===== src/rtl/bcd_decade_counter.sv =====
module bcd_decade_counter #(
  parameter int W = 4,
  parameter int LAST = 9
) (
  input  logic         clk,
  input  logic         clr_n,
  input  logic         load_n,
  input  logic         cnt_en,
  input  logic         chain_en,
  input  logic [W-1:0] din,
  output logic [W-1:0] q,
  output logic         tc
);
  localparam logic [W-1:0] TOP = W'(LAST);

  logic step;
  logic [W-1:0] nxt;

  assign step = cnt_en & chain_en;
  assign nxt  = (q >= TOP) ? '0 : q + 1'b1;
  assign tc   = chain_en & (q == TOP);

  always_ff @(posedge clk or negedge clr_n) begin
    if (!clr_n)      q <= '0;
    else if (!load_n) q <= din;
    else if (step)    q <= nxt;
  end
endmodule



===== config.mk =====
export PLATFORM = sky130hd
export DESIGN_NAME = bcd_decade_counter
export DESIGN_NICKNAME = d
export VERILOG_FILES = /design/src/rtl/bcd_decade_counter.sv
export SDC_FILE = /design/constraint.sdc
export NUM_CORES = 1
export LEC_CHECK = 0
export ABC_AREA = 1
export BUFFER_PORTS_ARGS = -buffer_cell sky130_fd_sc_hd__clkbuf_2
export CORE_AREA = 2 2 39 41
export CTS_CLUSTER_DIAMETER = 40
export DETAILED_ROUTE_END_ITERATION = 7
export DIE_AREA = 0 0 41 43
export PLACE_DENSITY = 0.57
export SETUP_SLACK_MARGIN = 0.3
export SLEW_MARGIN = 25
export SYNTH_ARGS = -nofsm -noshare
export SYNTH_HDL_FRONTEND = slang
export SYNTH_SLANG_ARGS = --single-unit

===== constraint.sdc =====
create_clock -name clk -period 1.8 [get_ports clk]
set_input_delay 0.54 -clock clk [delete_from_list [all_inputs] [get_ports clk]]
set_output_delay 0.54 -clock clk [all_outputs]
set_load 0.02 [all_outputs]

---- Yosys cells after proc, flatten, opt, wreduce, memory -nomap -nowiden ----
Index checks and enable logic that the tools add are counted.
Widths: inputs -> output; s select.
storage, ports and cells
  bits in registers ....................... 4
  bits in latches ......................... 0
  bits in writable memories ............... 0
  ROM bits ................................ 0
  bits of input ports ..................... 9
  output and inout bits ................... 5
  logic and storage cells ................. 10
  memories kept ........................... 0
operators by class
  $add $sub $neg .......................... 1
  multipliers ............................. 0
  div/mod/pow operators ................... 0
  $lt $le $gt $ge ......................... 1
  equality and inequality tests ........... 2
  shift-type cells ........................ 0
  muxes and demuxes ....................... 3
  bitwise logic cells ..................... 2
  reduce and logical (&&, ||, !) cells .... 0
operators by type and width
  cell                 count
  $mux 4               3
  $add 4x1->4 const B  1
  $eq 4x4->1 const B   1
  $ge 4x4->1 const B   1
  $and 1x1->1          2
  $ne 2x1->1 const B   1

---- Logic depth before layout (Yosys ltp) ----
  depth after elaboration ................. 4
  gate-level depth with buffers ........... 7
  gate-level depth less buffers ........... 7

---- Worst setup path before layout ----
No wires, ideal clock.
  kind .................................... reg2out
  from .................................... reg q[1]
  to ...................................... out tc
  arrival time ............................ 1.096 ns
  required time ........................... 1.260 ns
  path slack .............................. 0.164 ns
  stages on the path, launching flop included .. 5
  buffers on the path ..................... 0
  cells stage by stage .................... dfrtp_1 inv_1 ha_1 nand2_1 nor2_1
between the ends
  cells in the longest elaborated chain, start to end .. 2
RTL lines
  element                 RTL line  RTL
  start, declared         11        output logic [W-1:0] q,
  start signal, assigned  25        else if (!load_n) q <= din;
  start signal, assigned  26        else if (step) q <= nxt;
  $eq 4x4->1              21        assign tc = chain_en & (q == TOP);
  $and 1x1->1             21
  end, declared           12        output logic tc
Every way passes these cells.

---- Final worst setup path ----
Same ends and word-level chain as after synthesis.

==> impl.org <==
** Run status
- The flow ran to the end, and the final reports show no timing, DRC or antenna violations.

** Clocking
- Num CTS Buffers :: 3
- CTS sink cnt :: 4
- H-Tree Depth :: 1
- In this run the clock root is driven by a clkbuf_4.
- The longest clock path from root to sink contains 2 buffers.
- Clock tree from TritonCTS :: built
- For the worst-skew pair, the clock arrives at the later sink with an insertion delay of 0.25 ns.
- Clock slew at the register clock pins of the worst setup and hold paths :: 0.05 ns

** Synth
- Synth Register Bits :: 4
- Avg Synthesized Cell Area :: between 7 and 8 um^2
- Cell area after technology mapping :: between 300 and 400 um^2
- After synthesis, the netlist uses 13 different library cells.
- Synthesis produced a netlist whose cell count is 42.
- The number of nets handed over by synthesis was 54.
- For this run, the register share of the synthesized area comes to 32.1%.
- Yosys printed 0 warnings.

** Worst setup path
- Signal arrival time at the worst endpoint :: 1.14 ns
- Critical path depth :: 5
- Startpoint class of the critical path :: flip-flop
- Critical path data required time :: 1.26 ns
- Sort of element at the end of the critical path :: output pin
- Cell depth of the worst flop-to-flop path :: 9
- WP buf/inv :: 2
- Delay of the slowest cell on the worst path :: ~0.40 ns
- The worst setup path is of the flip-flop to output pin kind.
- Among all stages on the critical path, the largest delay is contributed by dfrtp_2.
- CP delay by family, top :: flip-flops
- Critical Path, Cell by Cell :: inv_2, ha_4, nand2_2, nor2_4, buf_8
- Highest fanout seen on the critical path :: 2

** Place
- Routability-driven placement congestion ratio :: between 0.7 and 0.8
- Placement-stage cell area :: 405 um^2
- Summed over all nets, the half-perimeter wirelength after detailed placement is roughly 540 um.
- During placement, the flow inserted port buffers numbering 13.

** Routing
- In the final routed layout, each cell accounts on average for 9.68 um.
- Total via count after detailed routing :: between 300 and 400
- After the first detailed-routing iteration, the DRC count stood at 16.
- Number of detailed-route iterations in the first pass :: 4
- Post-detailed-route count of antenna-violating nets :: 0
- DRC errors left :: 0
- Routed Wire Length :: 784 um
- Using the TritonRoute via totals, the vias-per-cell ratio works out to roughly 4.2.

** Global routing
- Entering global routing, the biggest net connects 7 pins.
- Met1 Usage GRT :: between 10% and 20%
- The global routing stage identified its most utilized layer as met2.
- Met2 layer usage reported by global route :: 13.4%
- The number of global-route vias before repair was between 200 and 300.
- Antenna violations before repair :: 0
- Grt total ovfl :: 0
- Overall global routing resource usage :: 10.6%
- In the global route stage, met3 resource usage came out at roughly 1.6%.
- First-pass GRT wire length :: roughly 1.2 mm

** Floorplan
- The floorplan step set the die height to 43 um.
- Number of placement rows :: 14
- Core ar. :: 0.00138 mm^2
- Once the floorplan was initialized, standard cells occupied between 20% and 30% of the core.
- Die Span X :: 41 um
- Die footprint :: roughly 0.0018 mm^2
- 14 I/O pins were placed.

** Timing
- Peak Freq :: 595 MHz
- The clock period could shrink to between 1.5 and 2 ns.
- Setup repair after global routing could not meet its margin everywhere.
- After routing, the total negative slack on setup checks comes to 0 ns.
- Dividing the final minimum period by the clock period gives roughly 93%.
- Final setup violation count :: 0
- At the pin with the least slew margin, the transition time is between 0.2 and 0.25 ns.
- Final number of max-transition violations :: 0
- Headroom to the max-slew limit came out at 85.2%.
- The total count of hold-check failures in the final report was 0.
- On the final layout, the worst clock skew is 0.0177 ns.

** Cells and area
- Once layout is complete, the utilization of the core stands at between 30% and 40%.
- Leaving out fill and tap cells, the most frequent cell in the layout is nand2_1.
- q holds more flip-flops than any other register.
- Flip-flop count of the largest register, all copies and words added :: 4
- Final-layout fill cell count :: 150
- Largest registers :: q (4)
- Post-Layout Inst Area :: 515 um^2
- Commonest cells after routing, fill and taps aside :: nand2_1, clkbuf_2, buf_4
- Cells with a size suffix above 1 make up 49.2% of the layout.
- Relative to the synthesized area, the layout overhead comes to 65.5%.
- Total area of multi-input combinational cells :: between 200 and 250 um^2
- Antenna Cells :: 0
- The net count of the finished layout is 78.
- In the final layout, flip-flops and latches occupy between 100 and 150 um^2.

** Flow run
- Count of maximum capacitance violations :: 0

** Power and ir drop
- Share of total power in the clock network :: 33.0%
- For this design the static power due to leakage is 0.263 nW.
- Share of total power consumed by net switching :: 34.8%
- In this run the power spent charging and discharging nets is around 140 uW.
- VDD sags by at most 0.000258 V.
- Dividing total power by cell area gives a power density of approximately 770 mW/mm^2.
- Combinational fraction of design power :: a little under two fifths
- Per report_power, the sequential group accounts for 29.1% of the total.
- Internal Power :: approximately 260 uW

** Worst hold path
- Min-Delay Path Class :: input pin to async pin
==> cell usage after synthesis, drive strengths merged <==
| cell | count | area share, % |
|---|---|---|
| nor2 | 2 | 3.2 |
| nand3 | 2 | 4.8 |
| nand4 | 1 | 2.0 |
| inv | 6 | 7.2 |
| nand2 | 15 | 20 |
| xnor2 | 1 | 2.8 |
| o21ai | 4 | 6.4 |
| ha | 3 | 12 |
| o21bai | 4 | 9.6 |
| dfrtp | 4 | 32 |
==> metal layers <==
| metal | up-vias | routed length, um |
|---|---|---|
| met2 | 14 | 346 |
| met5 | - | 0 |
| met3 | 4 | 51 |
| met1 | 145 | 363 |
| met4 | 0 | 23 |
| li1 | 178 | - |
==> worst register-to-register path, cell delays in order, from the launching register on <==
cell      delay [ns]
dfrtp_2         0.42
buf_4           0.14
buf_6           0.11
buf_4           0.13
inv_1           0.09
ha_1            0.15
nand2_1         0.06
nand2_2         0.07
nand3_2         0.07
o21bai_1        0.12
==> cells by family (layout without fill, tap and decap cells) <==
logic type	after synthesis	count (layout)	share of synthesized area, %
XOR/XNOR	1	1	2.81
AO/OA/AOI/OAI	8	8	16.1
adder cells (fa/ha/maj)	3	3	12.0
AND/OR/NAND/NOR	20	20	29.7
buffers and inverters	6	29	7.23
flip-flops	4	4	32.1
==> layout make-up <==
type                            instances  share of cell area (%)
Multi-Input combinational cell         32                    41.0
Timing Repair Buffer                   19                    25.7
Sequential cell                         4                    19.9
Clock buffer                            4                    5.10
Inverter                                6                    4.37
Tap cell                               16                    3.88
==> power groups by stage <==
| stage | Combinational [mW] | Clock, mW | Sequential (mW) |
|---|---|---|---|
| finish | 0.151 | 0.132 | 0.116 |
| global route | 0.166 | 0.134 | 0.118 |
| CTS | 0.128 | 0.132 | 0.116 |
| detailed placement | 0.103 | 0 | 0.120 |
| global placement | 0.104 | 0 | 0.120 |
| floorplan | 0.0575 | 0 | 0.130 |
==> worst paths after layout <==
kind,from,slack (ns),endpoint
min in group clk,load_n,0.59,q[0]
setup reg to reg,q[0],0.33,q[3]
setup / recovery,q[1],0.12,tc
max in group asynchronous,clr_n,1.58,q[2]
hold reg to reg,q[3],0.68,q[0]
hold / removal,clr_n,0.08,q[0]
==> repair_timing <==
item / in CTS / in global routing
gates resized for setup: 6 / 7
endpoints found under the setup margin: 1 / 3
setup buffers: 3 / 3
hold buffers: 0 / 0
==> stage by stage <==
stage | hold slack, ns | setup WS, ns | instances | power (mW)
5_1_grt | 0.0937 | 0.0909 | 81 | 0.418
4_1_cts | 0.0864 | 0.128 | 78 | 0.376
3_3_place_gp | 0.351 | 0.252 | 71 | 0.224
3_5_place_dp | 0.351 | 0.240 | 71 | 0.223
6_report | 0.0814 | 0.118 | 81 | 0.399
2_1_floorplan | 0.244 | 0.307 | 42 | 0.188
Note: power is estimated with default switching activity, not from simulation.
